<file path="config.mk">
export PLATFORM = sky130hd
export DESIGN_NAME = aud_rx
export DESIGN_NICKNAME = d
export VERILOG_FILES = /design/src/rtl/aud_rx_pkg.sv /design/src/rtl/aud_rx_frame.sv /design/src/rtl/aud_rx_slot.sv /design/src/rtl/aud_rx_assemble.sv /design/src/rtl/aud_rx.sv
export SDC_FILE = /design/constraint.sdc
export NUM_CORES = 1
export LEC_CHECK = 0
export BUFFER_PORTS_ARGS = -buffer_cell sky130_fd_sc_hd__buf_2
export CAP_MARGIN = 30
export CELL_PAD_IN_SITES_DETAIL_PLACEMENT = 2
export CELL_PAD_IN_SITES_GLOBAL_PLACEMENT = 2
export CORE_ASPECT_RATIO = 1.5
export CORE_MARGIN = 4
export CORE_UTILIZATION = 36
export DETAILED_ROUTE_END_ITERATION = 6
export GPL_ROUTABILITY_DRIVEN = 0
export PLACE_DENSITY = 0.82
export SKIP_LAST_GASP = 1
export SYNTH_ARGS = -nofsm -noshare
export SYNTH_HDL_FRONTEND = slang
export SYNTH_SLANG_ARGS = --single-unit
</file>
<file path="constraint.sdc">
create_clock -name clk -period 4.73 [get_ports clk]
set_clock_uncertainty 0.2 [all_clocks]
set_input_delay 0.946 -clock clk [delete_from_list [all_inputs] [get_ports clk]]
set_output_delay 0.946 -clock clk [all_outputs]
set_load 0.01 [all_outputs]
</file>
<file path="src/rtl/aud_rx_pkg.sv">
package aud_rx_pkg;

    typedef enum logic [1:0] {
        FMT_I2S = 2'b00,
        FMT_SOF = 2'b01,
        FMT_EOF = 2'b10,
        FMT_ALT = 2'b11
    } aud_fmt_e;

    // per-cycle capture control derived from bit position and format
    typedef struct packed {
        logic cap;
        logic last;
        logic is_left;
    } slot_ctl_t;

    // bit position (0 = edge where new framing level is seen) of the MSB
    function automatic int unsigned first_bit(aud_fmt_e f, int unsigned slot_w,
                                              int unsigned samp_w);
        case (f)
            FMT_SOF: return 0;
            FMT_EOF: return slot_w - samp_w;
            default: return 1;
        endcase
    endfunction

    // framing-clock level that marks the left channel
    function automatic logic left_level(aud_fmt_e f);
        return (f == FMT_SOF) || (f == FMT_EOF);
    endfunction

endpackage

</file>
<file path="src/rtl/aud_rx_frame.sv">
module aud_rx_frame #(
    parameter int SLOT_W = 32,
    localparam int IDX_W = $clog2(2 * SLOT_W)
) (
    input  logic             clk,
    input  logic             rst,
    input  logic             lrclk_i,
    output logic             frm_edge_o,
    output logic [IDX_W-1:0] idx_o
);
    localparam logic [IDX_W-1:0] IDX_MAX = '1;

    logic             lr_q;
    logic             primed_q;
    logic [IDX_W-1:0] cnt_q;

    always_comb begin
        frm_edge_o = primed_q && (lrclk_i != lr_q);
        if (frm_edge_o)
            idx_o = '0;
        else if (cnt_q == IDX_MAX)
            idx_o = IDX_MAX;
        else
            idx_o = cnt_q + 1'b1;
    end

    always_ff @(posedge clk) begin
        if (rst) begin
            lr_q     <= 1'b0;
            primed_q <= 1'b0;
            cnt_q    <= IDX_MAX;
        end else begin
            lr_q     <= lrclk_i;
            primed_q <= 1'b1;
            cnt_q    <= idx_o;
        end
    end

endmodule

</file>
<file path="src/rtl/aud_rx_slot.sv">
module aud_rx_slot
    import aud_rx_pkg::*;
#(
    parameter int SLOT_W = 32,
    parameter int SAMP_W = 24,
    localparam int IDX_W = $clog2(2 * SLOT_W)
) (
    input  aud_fmt_e         fmt_i,
    input  logic             lrclk_i,
    input  logic [IDX_W-1:0] idx_i,
    output slot_ctl_t        ctl_o
);
    localparam logic [IDX_W-1:0] SPAN = IDX_W'(SAMP_W);

    logic [IDX_W-1:0] first;
    logic [IDX_W-1:0] rel;

    always_comb begin
        first         = IDX_W'(first_bit(fmt_i, SLOT_W, SAMP_W));
        rel           = idx_i - first;
        ctl_o.cap     = (idx_i >= first) && (rel < SPAN);
        ctl_o.last    = ctl_o.cap && (rel == SPAN - 1'b1);
        ctl_o.is_left = (lrclk_i == left_level(fmt_i));
    end

endmodule

</file>
<file path="src/rtl/aud_rx_assemble.sv">
module aud_rx_assemble
    import aud_rx_pkg::*;
#(
    parameter int SAMP_W = 24
) (
    input  logic              clk,
    input  logic              rst,
    input  slot_ctl_t         ctl_i,
    input  logic              sdata_i,
    output logic [SAMP_W-1:0] left_o,
    output logic [SAMP_W-1:0] right_o,
    output logic              valid_o
);
    logic [SAMP_W-1:0] sh_q;
    logic [SAMP_W-1:0] hold_q;
    logic              lok_q;
    logic [SAMP_W-1:0] word;

    assign word = {sh_q[SAMP_W-2:0], sdata_i};

    always_ff @(posedge clk) begin
        if (rst) begin
            sh_q    <= '0;
            hold_q  <= '0;
            lok_q   <= 1'b0;
            left_o  <= '0;
            right_o <= '0;
            valid_o <= 1'b0;
        end else begin
            valid_o <= 1'b0;
            if (ctl_i.cap)
                sh_q <= word;
            if (ctl_i.cap && ctl_i.last) begin
                if (ctl_i.is_left) begin
                    hold_q <= word;
                    lok_q  <= 1'b1;
                end else if (lok_q) begin
                    left_o  <= hold_q;
                    right_o <= word;
                    valid_o <= 1'b1;
                    lok_q   <= 1'b0;
                end
            end
        end
    end

endmodule

</file>
<file path="src/rtl/aud_rx.sv">
module aud_rx
    import aud_rx_pkg::*;
#(
    parameter int SAMPLE_W = 24,
    parameter int SLOT_W   = 32
) (
    input  logic                clk,
    input  logic                rst,
    input  logic [1:0]          fmt_i,
    input  logic                lrclk_i,
    input  logic                sdata_i,
    output logic [SAMPLE_W-1:0] left_o,
    output logic [SAMPLE_W-1:0] right_o,
    output logic                valid_o
);
    localparam int IDX_W = $clog2(2 * SLOT_W);

    logic             frm_edge;
    logic [IDX_W-1:0] idx;
    slot_ctl_t        ctl;
    aud_fmt_e         fmt;

    assign fmt = aud_fmt_e'(fmt_i);

    aud_rx_frame #(.SLOT_W(SLOT_W)) u_frame (
        .clk        (clk),
        .rst        (rst),
        .lrclk_i    (lrclk_i),
        .frm_edge_o (frm_edge),
        .idx_o      (idx)
    );

    aud_rx_slot #(.SLOT_W(SLOT_W), .SAMP_W(SAMPLE_W)) u_slot (
        .fmt_i   (fmt),
        .lrclk_i (lrclk_i),
        .idx_i   (idx),
        .ctl_o   (ctl)
    );

    aud_rx_assemble #(.SAMP_W(SAMPLE_W)) u_asm (
        .clk     (clk),
        .rst     (rst),
        .ctl_i   (ctl),
        .sdata_i (sdata_i),
        .left_o  (left_o),
        .right_o (right_o),
        .valid_o (valid_o)
    );

endmodule

</file>
==> impl_metrics.py, run 1 <==
metrics = {
    "route": {
        "drt_iter0_drc": 137,
        "avgRoutedWirePerCell_um": 19.2,
        "via_per_inst": 5.19,
        "drt-pass1-iter-count": 4,
        "postRouteAntennaNets": 0,
        "routed_wl_um": 11500,
        "num_vias": 3106,
        "drc": 0,
    },
    "setup_path": {
        "reg2reg_from": "u_frame.cnt_q[0]",
        "worstSetupEndpointType": "register",
        "cp_max_fo": 25,
        "cp.required_ps": 4760,
        "r2r_end": "u_asm.hold_q[1]",
        "startpoint_type": "input port",
        "path_class": "input port to register",
        "reg2regPathDepth": 13,
        "cp.arrival_ps": 4390,
        "reg2reg_slack_ps": 590,
    },
    "yosys": {
        "synth-seq-cells": 105,
        "yosys_warnings": 0,
        "async_flop_share_pct": 0,
        "syn_inst": 400,
        "yosysUniqueCellTypes": 44,
        "synth_seq_area_share_pct": 51.1,
        "synth_most_common_cell": "dfxtp_1",
        "synth_top_cell_by_area": "dfxtp_1",
        "synth_area_leaders": "dfxtp_1 (51%), mux2i_1 (17%), nor2_1 (4.7%)",
        "synth_top_cell_area_share_pct": 51.1,
        "synth_area_mm2": 0.00411,
        "synthFlopType": "dfxtp_1",
        "ys_top_cells_by_count": "dfxtp_1 (105), mux2i_1 (71), nor2_1 (52), nand2_1 (29), nor3_1 (26)",
        "synth_fp_nets": 411,
        "syn_avg_cell_area_um2": 10.3,
        "synth_edf_count": 0,
    },
    "timing": {
        "post-route-period-util_pct": 92.1,
        "hold_violations": 0,
        "max_freq_mhz": 229,
        "slew_viol_final": 0,
        "worst_slack_ps": 372,
        "max_slew_margin_pct": 35.0,
        "min_period_ps": 4360,
        "tns_ps": 0,
        "setup_viol": 0,
        "holdWs_ps": 271,
        "worst_pin_slew_ps": 975,
        "grt_setup_unrepaired": "no",
    },
    "cells_and_area": {
        "final_layout_size_suffix_gt1_share_pct": 20.8,
        "syn_to_final_growth_pct": 16.3,
        "antenna_cells": 0,
        "fin_cells": 598,
        "nets": 457,
    },
    "floorplan": {
        "fp.coreArea_mm2": 0.0111,
        "io_pins": 55,
        "die-area_mm2": 0.0132,
        "initial_core_util_pct": 37.0,
        "die_w_um": 95.2,
        "fp-row-count": 47,
        "die_h_um": 139,
    },
    "status": {
        "outcome": "finished, final reports clean",
    },
    "pwr": {
        "p_leak_nw": 2.32,
        "power_w": 0.00209,
        "cellPowerDensity_mw_per_mm2": 437,
        "peakVddDrop_uv": 251,
    },
    "global_routing": {
        "globalRouteOverflowTotal": 0,
        "grt_max_degree": 56,
        "antenna_found_initial": 0,
        "grt_usage_pct": 18.5,
        "grt_pass1_wl_um": 18800,
        "grt_pass1_vias": 3441,
    },
    "clock_tree": {
        "cts_hold_buf": 0,
        "ctsResizeCount": 0,
        "numCtsBuffers": 9,
        "cts_root_buffer": "clkbuf_16",
        "clk_latency_ps": 340,
        "cts_setup_buffers": 0,
        "htreeDepth": 3,
        "tritoncts": "built",
        "clock_sinks": 105,
        "clk_path_buf_depth": 2,
        "cts.clk_slew.worst_paths_ps": 70,
    },
    "min_path": {
        "worstHoldEndpoint": "u_asm.lok_q",
        "holdPathStages": 2,
        "hold_path_class": "register to register",
        "holdCritStartpoint": "u_asm.lok_q",
    },
    "job": {
        "drv_cap": 0,
    },
    "placed_design": {
        "placed_cells": 582,
        "port_buffers": 54,
        "dp.final_hpwl_um": 7970,
        "preCtsSetupSlack_ps": 113,
    },
}
-- worst max-delay path by stage --
stage	end	start	cells past startpoint	slack, ps
after floorplan	u_asm.hold_q[14]	lrclk_i	15	840
after global placement	u_asm.hold_q[3]	lrclk_i	12	350
after detailed placement	u_asm.hold_q[0]	lrclk_i	12	110
after CTS	u_asm.hold_q[13]	lrclk_i	12	400
after global routing	u_asm.hold_q[1]	lrclk_i	12	210
final	u_asm.hold_q[1]	lrclk_i	12	370
-- cell usage in the layout, fill, tap and decap left out, drive strengths merged, types with 3 or more instances in the layout --
cell type | netlist | routed
a31o | 24 | 24
mux2i | 71 | 71
nand3 | 3 | 3
inv | 6 | 7
ha | 5 | 5
and2 | 3 | 3
a21oi | 4 | 4
dfxtp | 105 | 105
o21a | 3 | 3
a221oi | 3 | 3
buf | 10 | 61
clkinv | 1 | 4
or2 | 7 | 7
xnor2 | 4 | 4
nor2 | 52 | 52
clkbuf | 16 | 12
o21ai | 3 | 3
nor3 | 26 | 26
and3 | 4 | 4
o211ai | 3 | 3
nand2 | 29 | 29
-- routing by layer --
metal	GRT usage (%)	vias up	part of all wire, %
li1	-	1490	-
met1	20.2	1553	38
met2	34.1	44	57
met3	3.64	19	2.6
met4	6.92	0	2.7
met5	0	-	0
-- cells by family after synthesis --
family | after synthesis | share of synthesized area, %
AND/OR/NAND/NOR | 129 | 14.0
XOR/XNOR | 5 | 1.25
AO/OA/AOI/OAI | 52 | 10.8
buffers and inverters | 33 | 3.99
multiplexers | 71 | 17.3
adder cells (fa/ha/maj) | 5 | 1.52
flip-flops | 105 | 51.1
-- registers in the layout, summed over array words and instances, names as in the netlist --
| name | count |
|---|---|
| u_asm.hold_q | 24 |
| u_frame.lr_q | 1 |
| u_asm.sh_q | 23 |
| u_asm.right_o | 24 |
| u_asm.left_o | 24 |
| u_frame.primed_q | 1 |
| u_asm.lok_q | 1 |
| u_frame.cnt_q | 6 |
| u_asm.valid_o | 1 |
-- area by class of cell --
type                    count  area (um^2)
multi-input cells         262         1870
fillers                  1199         6340
repair buffers             61          323
inverters                   7         26.3
flip-flops and latches    105         2100
clock buffers              12          246
well taps                 147          184
clock inverters             4         27.5
-- through the flow --
step	instance area (um^2)	util, %
after floorplan	4110	-
after global placement	4500	40.5
after detailed placement	4500	40.5
after CTS	4780	43.0
after global routing	4780	43.0
final	4780	43.0
-- power breakdown --
group	switching [W]	total [W]	internal [W]
combinational	0.000282	0.000462	0.000180
sequential	0.0000202	0.000923	0.000902
clock	0.000330	0.000704	0.000373
total	0.000632	0.00209	0.00146
-- worst max-delay path, stage by stage --
cell and delay [ps]:
buf_2 140, xor2_2 310, and2_1 320, a21o_1 140, ha_1 230, ha_1 220
inv_1 100, a2111oi_1 530, o211a_1 300, o211ai_2 140, or2_1 610, a31o_2 400
(Power assumes the default switching activity.)
==> inputs of run 2 (changes only) <==
--- a/config.mk
+++ b/config.mk
@@ -11,10 +11,10 @@
 export CELL_PAD_IN_SITES_GLOBAL_PLACEMENT = 2
 export CORE_ASPECT_RATIO = 1.5
 export CORE_MARGIN = 4
-export CORE_UTILIZATION = 36
+export CORE_UTILIZATION = 39
 export DETAILED_ROUTE_END_ITERATION = 6
 export GPL_ROUTABILITY_DRIVEN = 0
-export PLACE_DENSITY = 0.82
+export PLACE_DENSITY = 0.87
 export SKIP_LAST_GASP = 1
 export SYNTH_ARGS = -nofsm -noshare
 export SYNTH_HDL_FRONTEND = slang
==> constraint.sdc (replaced) <==
create_clock -name clk -period 5.2 [get_ports clk]
set_clock_uncertainty 0.2 [all_clocks]
set_input_delay 1.56 -clock clk [delete_from_list [all_inputs] [get_ports clk]]
set_output_delay 1.56 -clock clk [all_outputs]
set_load 0.01 [all_outputs]
==> run 2 against run 1 <==
Power down 7.4%. Non-clock buffer count rose by 1. Combinational power decreased by 6.5%. First-iteration DRC count fell by 18%. Die area fell by 7.2%. Sequential share of layout area fell by 0.10 points. Final area is 0.24% higher. Utilization up 4.0 points. Global-route usage is 1.9 points higher. Wire length grew 3.7%. Critical endpoint is now u_asm.hold_q[2]. Highest routed layer unchanged.
==> impl_metrics.py, run 2 (synthesis results as in run 1) <==
metrics = {
    "setup_path": {
        "reg2reg_from": "u_frame.cnt_q[0]",
        "cp.required_ps": 5240,
        "slowest_stage": "a2111oi_1",
        "cpPeakStageDelay_ps": 600,
        "cp.arrival_ps": 4820,
        "cp_max_fo": 25,
        "startpoint_type": "input port",
        "r2r_end": "u_asm.hold_q[2]",
        "path_class": "input port to register",
        "worstSetupEndpointType": "register",
        "reg2reg_slack_ps": 1370,
        "crit_chain": "buf_2, xor2_2, and2_1, a21o_1, ha_1, ha_1, inv_1, a2111oi_1, o211a_1, o211ai_2, or2_1, buf_4, a31o_2",
        "cpMostUsedCell": "ha_1",
        "reg2regPathDepth": 13,
    },
    "route": {
        "drt_iter0_drc": 112,
        "num_vias": 3098,
        "drc": 0,
        "avgRoutedWirePerCell_um": 20.2,
        "drt-pass1-iter-count": 4,
        "postRouteAntennaNets": 0,
        "routed_wl_um": 11900,
        "via_per_inst": 5.26,
    },
    "timing": {
        "grt_setup_unrepaired": "no",
        "hold_violations": 0,
        "tns_ps": 0,
        "slew_viol_final": 0,
        "post-route-period-util_pct": 91.9,
        "holdWs_ps": 290,
        "max_freq_mhz": 209,
        "max_slew_margin_pct": 60.1,
        "setup_viol": 0,
        "worst_pin_slew_ps": 595,
        "min_period_ps": 4780,
    },
    "min_path": {
        "hold_path_class": "register to register",
        "holdCritStartpoint": "u_asm.hold_q[12]",
        "worstHoldEndpoint": "u_asm.hold_q[12]",
        "holdPathStages": 1,
    },
    "cells_and_area": {
        "syn_to_final_growth_pct": 16.5,
        "reg_top3": "u_asm.hold_q: 24 flops, u_asm.left_o: 24 flops, u_asm.right_o: 24 flops",
        "fin_cells": 589,
        "antenna_cells": 0,
        "final_layout_size_suffix_gt1_share_pct": 20.5,
        "post-route-util_pct": 47.0,
        "final_cell_mix": "dfxtp_1 (105), mux2i_1 (71), buf_2 (54)",
        "final_common_cell": "dfxtp_1",
        "nets": 458,
    },
    "global_routing": {
        "grt_usage_pct": 20.4,
        "grt_pass1_wl_um": 19700,
        "globalRouteOverflowTotal": 0,
        "antenna_found_initial": 0,
        "grt_max_degree": 56,
        "grt_pass1_vias": 3632,
    },
    "clock_tree": {
        "clk_path_buf_depth": 2,
        "cts_setup_buffers": 0,
        "cts_root_buffer": "clkbuf_16",
        "ctsResizeCount": 0,
        "clk_latency_ps": 340,
        "htreeDepth": 3,
        "cts_hold_buf": 0,
        "tritoncts": "built",
        "clock_sinks": 105,
        "numCtsBuffers": 9,
        "cts.clk_slew.worst_paths_ps": 70,
    },
    "floorplan": {
        "die-area_mm2": 0.0123,
        "die_w_um": 91.8,
        "die_h_um": 134,
        "initial_core_util_pct": 40.3,
        "fp.coreArea_mm2": 0.0102,
        "io_pins": 55,
        "fp-row-count": 45,
    },
    "placed_design": {
        "dp.final_hpwl_um": 8150,
        "port_buffers": 54,
        "placed_cells": 577,
    },
    "pwr": {
        "p_leak_nw": 2.33,
        "cellPowerDensity_mw_per_mm2": 404,
        "power_w": 0.00193,
        "peakVddDrop_uv": 196,
    },
    "job": {
        "drv_cap": 0,
    },
    "status": {
        "outcome": "finished, final reports clean",
    },
}
run 2: routing by layer:
| metal | wire length (um) | up-vias | global-route usage, % |
|---|---|---|---|
| li1 | - | 1497 | - |
| met1 | 4590 | 1528 | 21.2 |
| met2 | 6740 | 48 | 39.6 |
| met3 | 255 | 25 | 3.39 |
| met4 | 299 | 0 | 8.51 |
| met5 | 0 | - | 0 |
run 2: per-stage QoR:
stage          cell area, um^2  setup WS, ps
4_1_cts                   4790           418
2_1_floorplan             4110           701
3_5_place_dp              4520           165
6_report                  4790           419
3_3_place_gp              4520           389
5_1_grt                   4790           165
run 2: worst max-delay path: cells and delay by family:
| family | cells | cell delay, ps |
|---|---|---|
| buffers and inverters | 3 | 480 |
| xor gates and xnor gates | 1 | 310 |
| and+or+nand+nor | 2 | 570 |
| AOI/OAI and AO/OA | 5 | 1430 |
| adders and majority gates | 2 | 470 |
run 2: worst max-delay path by stage:
stage	start	slack (ps)	to	depth (start not counted)
finish	lrclk_i	420	u_asm.hold_q[2]	13
floorplan	lrclk_i	700	u_asm.hold_q[14]	15
global route	lrclk_i	160	u_asm.hold_q[2]	13
CTS	lrclk_i	420	u_asm.hold_q[2]	13
global placement	lrclk_i	390	u_asm.hold_q[23]	13
detailed placement	lrclk_i	160	u_asm.hold_q[23]	13
run 2: cell type report:
type | instances | area [um^2]
fill | 1073 | 5400
sequential | 105 | 2100
multi-input combinational | 262 | 1870
timing repair buffer | 62 | 343
clock buffer | 11 | 243
tap | 141 | 176
clock inverter | 1 | 30.0
inverter | 7 | 26.3
run 2: power by group:
part / switching (W) / internal [W]
sequential: 0.0000179 / 0.000821
combinational: 0.000267 / 0.000164
clock: 0.000286 / 0.000376
total: 0.000572 / 0.00136
==> inputs of run 3 (changes only) <==
--- a/config.mk
+++ b/config.mk
@@ -5,6 +5,7 @@
 export SDC_FILE = /design/constraint.sdc
 export NUM_CORES = 1
 export LEC_CHECK = 0
+export ABC_CLOCK_PERIOD_IN_PS = 5200
 export BUFFER_PORTS_ARGS = -buffer_cell sky130_fd_sc_hd__buf_2
 export CAP_MARGIN = 30
 export CELL_PAD_IN_SITES_DETAIL_PLACEMENT = 2
@@ -14,7 +15,7 @@
 export CORE_UTILIZATION = 39
 export DETAILED_ROUTE_END_ITERATION = 6
 export GPL_ROUTABILITY_DRIVEN = 0
-export PLACE_DENSITY = 0.87
+export PLACE_DENSITY = 0.94
 export SKIP_LAST_GASP = 1
 export SYNTH_ARGS = -nofsm -noshare
 export SYNTH_HDL_FRONTEND = slang
==> run 3 against run 2 <==
Sequential cell count stayed put. Worst hold slack better by 2.3 ps. Utilization is 0.85 points higher. Register-to-register slack barely moved. Power up 6.8%. Final area rose by 1.8%. Final cell count up 0.85%. Critical endpoint is now u_asm.left_o[0]. Largest power group unchanged. Largest cell class unchanged. Non-clock buffer count rose by 1. Highest routed layer unchanged.
==> impl_metrics.py, run 3 (synthesis results as in run 1) <==
metrics = {
    "timing": {
        "grt_setup_unrepaired": "no",
        "post-route-period-util_pct": 92.2,
        "max_freq_mhz": 209,
        "worst_pin_slew_ps": 995,
        "min_period_ps": 4790,
        "tns_ps": 0,
        "hold_violations": 0,
        "slew_viol_final": 0,
        "max_slew_margin_pct": 33.3,
        "setup_viol": 0,
    },
    "cells_and_area": {
        "syn_to_final_growth_pct": 18.6,
        "nets": 459,
        "final_common_cell": "dfxtp_1",
        "final_cell_mix": "dfxtp_1 (105), mux2i_1 (71), buf_2 (54)",
        "final_layout_size_suffix_gt1_share_pct": 21.6,
        "antenna_cells": 0,
        "reg_top3": "u_asm.hold_q: 24 flops, u_asm.left_o: 24 flops, u_asm.right_o: 24 flops",
        "post-route-util_pct": 47.8,
        "fillers": 1033,
        "design_area_mm2": 0.00488,
    },
    "pwr": {
        "power_w": 0.00207,
        "p_leak_nw": 2.37,
        "cellPowerDensity_mw_per_mm2": 424,
        "peakVddDrop_uv": 214,
    },
    "clock_tree": {
        "cts_hold_buf": 0,
        "ctsResizeCount": 0,
        "clk_latency_ps": 350,
        "tritoncts": "built",
        "clk_path_buf_depth": 2,
        "htreeDepth": 3,
        "numCtsBuffers": 9,
        "cts.clk_slew.worst_paths_ps": 70,
        "cts_root_buffer": "clkbuf_16",
        "cts_setup_buffers": 0,
        "clock_sinks": 105,
    },
    "floorplan": {
        "die-area_mm2": 0.0123,
        "io_pins": 55,
        "fp-row-count": 45,
        "fp.coreArea_mm2": 0.0102,
        "die_h_um": 134,
        "initial_core_util_pct": 40.3,
        "die_w_um": 91.8,
    },
    "route": {
        "postRouteAntennaNets": 0,
        "drc": 0,
        "drt-pass1-iter-count": 6,
        "num_vias": 3167,
        "avgRoutedWirePerCell_um": 21.5,
        "via_per_inst": 5.33,
        "routed_wl_um": 12800,
        "drt_iter0_drc": 141,
    },
    "setup_path": {
        "cp.required_ps": 5200,
        "slowest_stage": "a2111oi_1",
        "cp.arrival_ps": 4790,
        "cpMostUsedCell": "ha_1",
        "worstSetupEndpointType": "register",
        "crit_chain": "buf_2, xor2_2, and2_1, a21o_1, ha_1, ha_1, inv_1, a2111oi_1, o211a_1, o2111ai_4, buf_4, mux2i_1, nor2_1",
        "cp_max_fo": 15,
        "startpoint_type": "input port",
        "path_class": "input port to register",
        "cpPeakStageDelay_ps": 540,
        "path_buf_inv": 3,
        "crit_family": "compound AO/OA/AOI/OAI gates",
    },
    "global_routing": {
        "grt_pass1_wl_um": 20600,
        "grt_usage_pct": 21.8,
        "antenna_found_initial": 0,
        "globalRouteOverflowTotal": 0,
        "grt_pass1_vias": 3589,
        "grt_max_degree": 56,
    },
    "placed_design": {
        "port_buffers": 54,
        "dp.final_hpwl_um": 8700,
        "placed_area_mm2": 0.00452,
    },
    "status": {
        "outcome": "finished, final reports clean",
    },
    "job": {
        "drv_cap": 0,
    },
    "min_path": {
        "hold_path_class": "register to register",
    },
}
run 3: cell types whose count changed in the layout (fill, tap and decap cells not counted):
cell | previous run | this run
bufinv_16 | 1 | 3
buf_4 | 7 | 8
clkbuf_1 | 1 | 0
clkbuf_8 | 1 | 0
clkinv_4 | 0 | 1
clkinvlp_4 | 0 | 1
inv_6 | 0 | 1
inv_8 | 0 | 1
run 3: worst reg2reg max path, stage by stage (launching register included):
cell,delay [ps]
dfxtp_1,360
ha_1,300
and2_1,230
nand2_1,110
a21o_1,210
ha_1,250
ha_1,240
and3_1,200
a221oi_1,240
o21a_1,180
o211a_1,240
o2111ai_4,290
buf_4,350
mux2i_1,210
nor2_1,80
run 3: layout make-up:
type	count	area, um^2	share of cell area [%]
clock buffer	9	225	4.62
sequential	105	2100	43.1
clock inverter	7	126	2.59
multi-input combinational	262	1870	38.3
inverter	7	26.3	0.539
timing repair buffer	63	350	7.19
tap	141	176	3.62
run 3: power breakdown:
group / switching, W / leakage [nW] / internal [W]
Sequential: 0.0000198 / 0.848 / 0.000821
Clock: 0.000321 / 0.168 / 0.000477
Combinational: 0.000262 / 1.35 / 0.000165
run 3: path summary, 6_finish.rpt:
check	from	end	slack [ps]	cells past startpoint
max	lrclk_i	u_asm.left_o[0]	410	13
min	u_asm.hold_q[4]	u_asm.hold_q[4]	290	1
max reg2reg	u_frame.cnt_q[0]	u_asm.left_o[0]	1380	14
min reg2reg	u_asm.hold_q[4]	u_asm.hold_q[4]	290	1
run 3: per-layer routing:
metal,routed length (um),share of wire [%],track usage [%]
met3,289,2.3,4.07
met4,472,3.7,9.34
met1,4860,38,23.0
met2,7140,56,41.4
met5,0,0,0
run 3: stage by stage:
step / hold slack (ps) / setup WS (ps) / std cells
3_5_place_dp: 268 / 31.4 / 578
2_1_floorplan: 237 / 701 / 400
4_1_cts: 293 / 392 / 594
3_3_place_gp: 243 / 341 / 578
5_1_grt: 315 / 149 / 594
6_report: 292 / 408 / 594
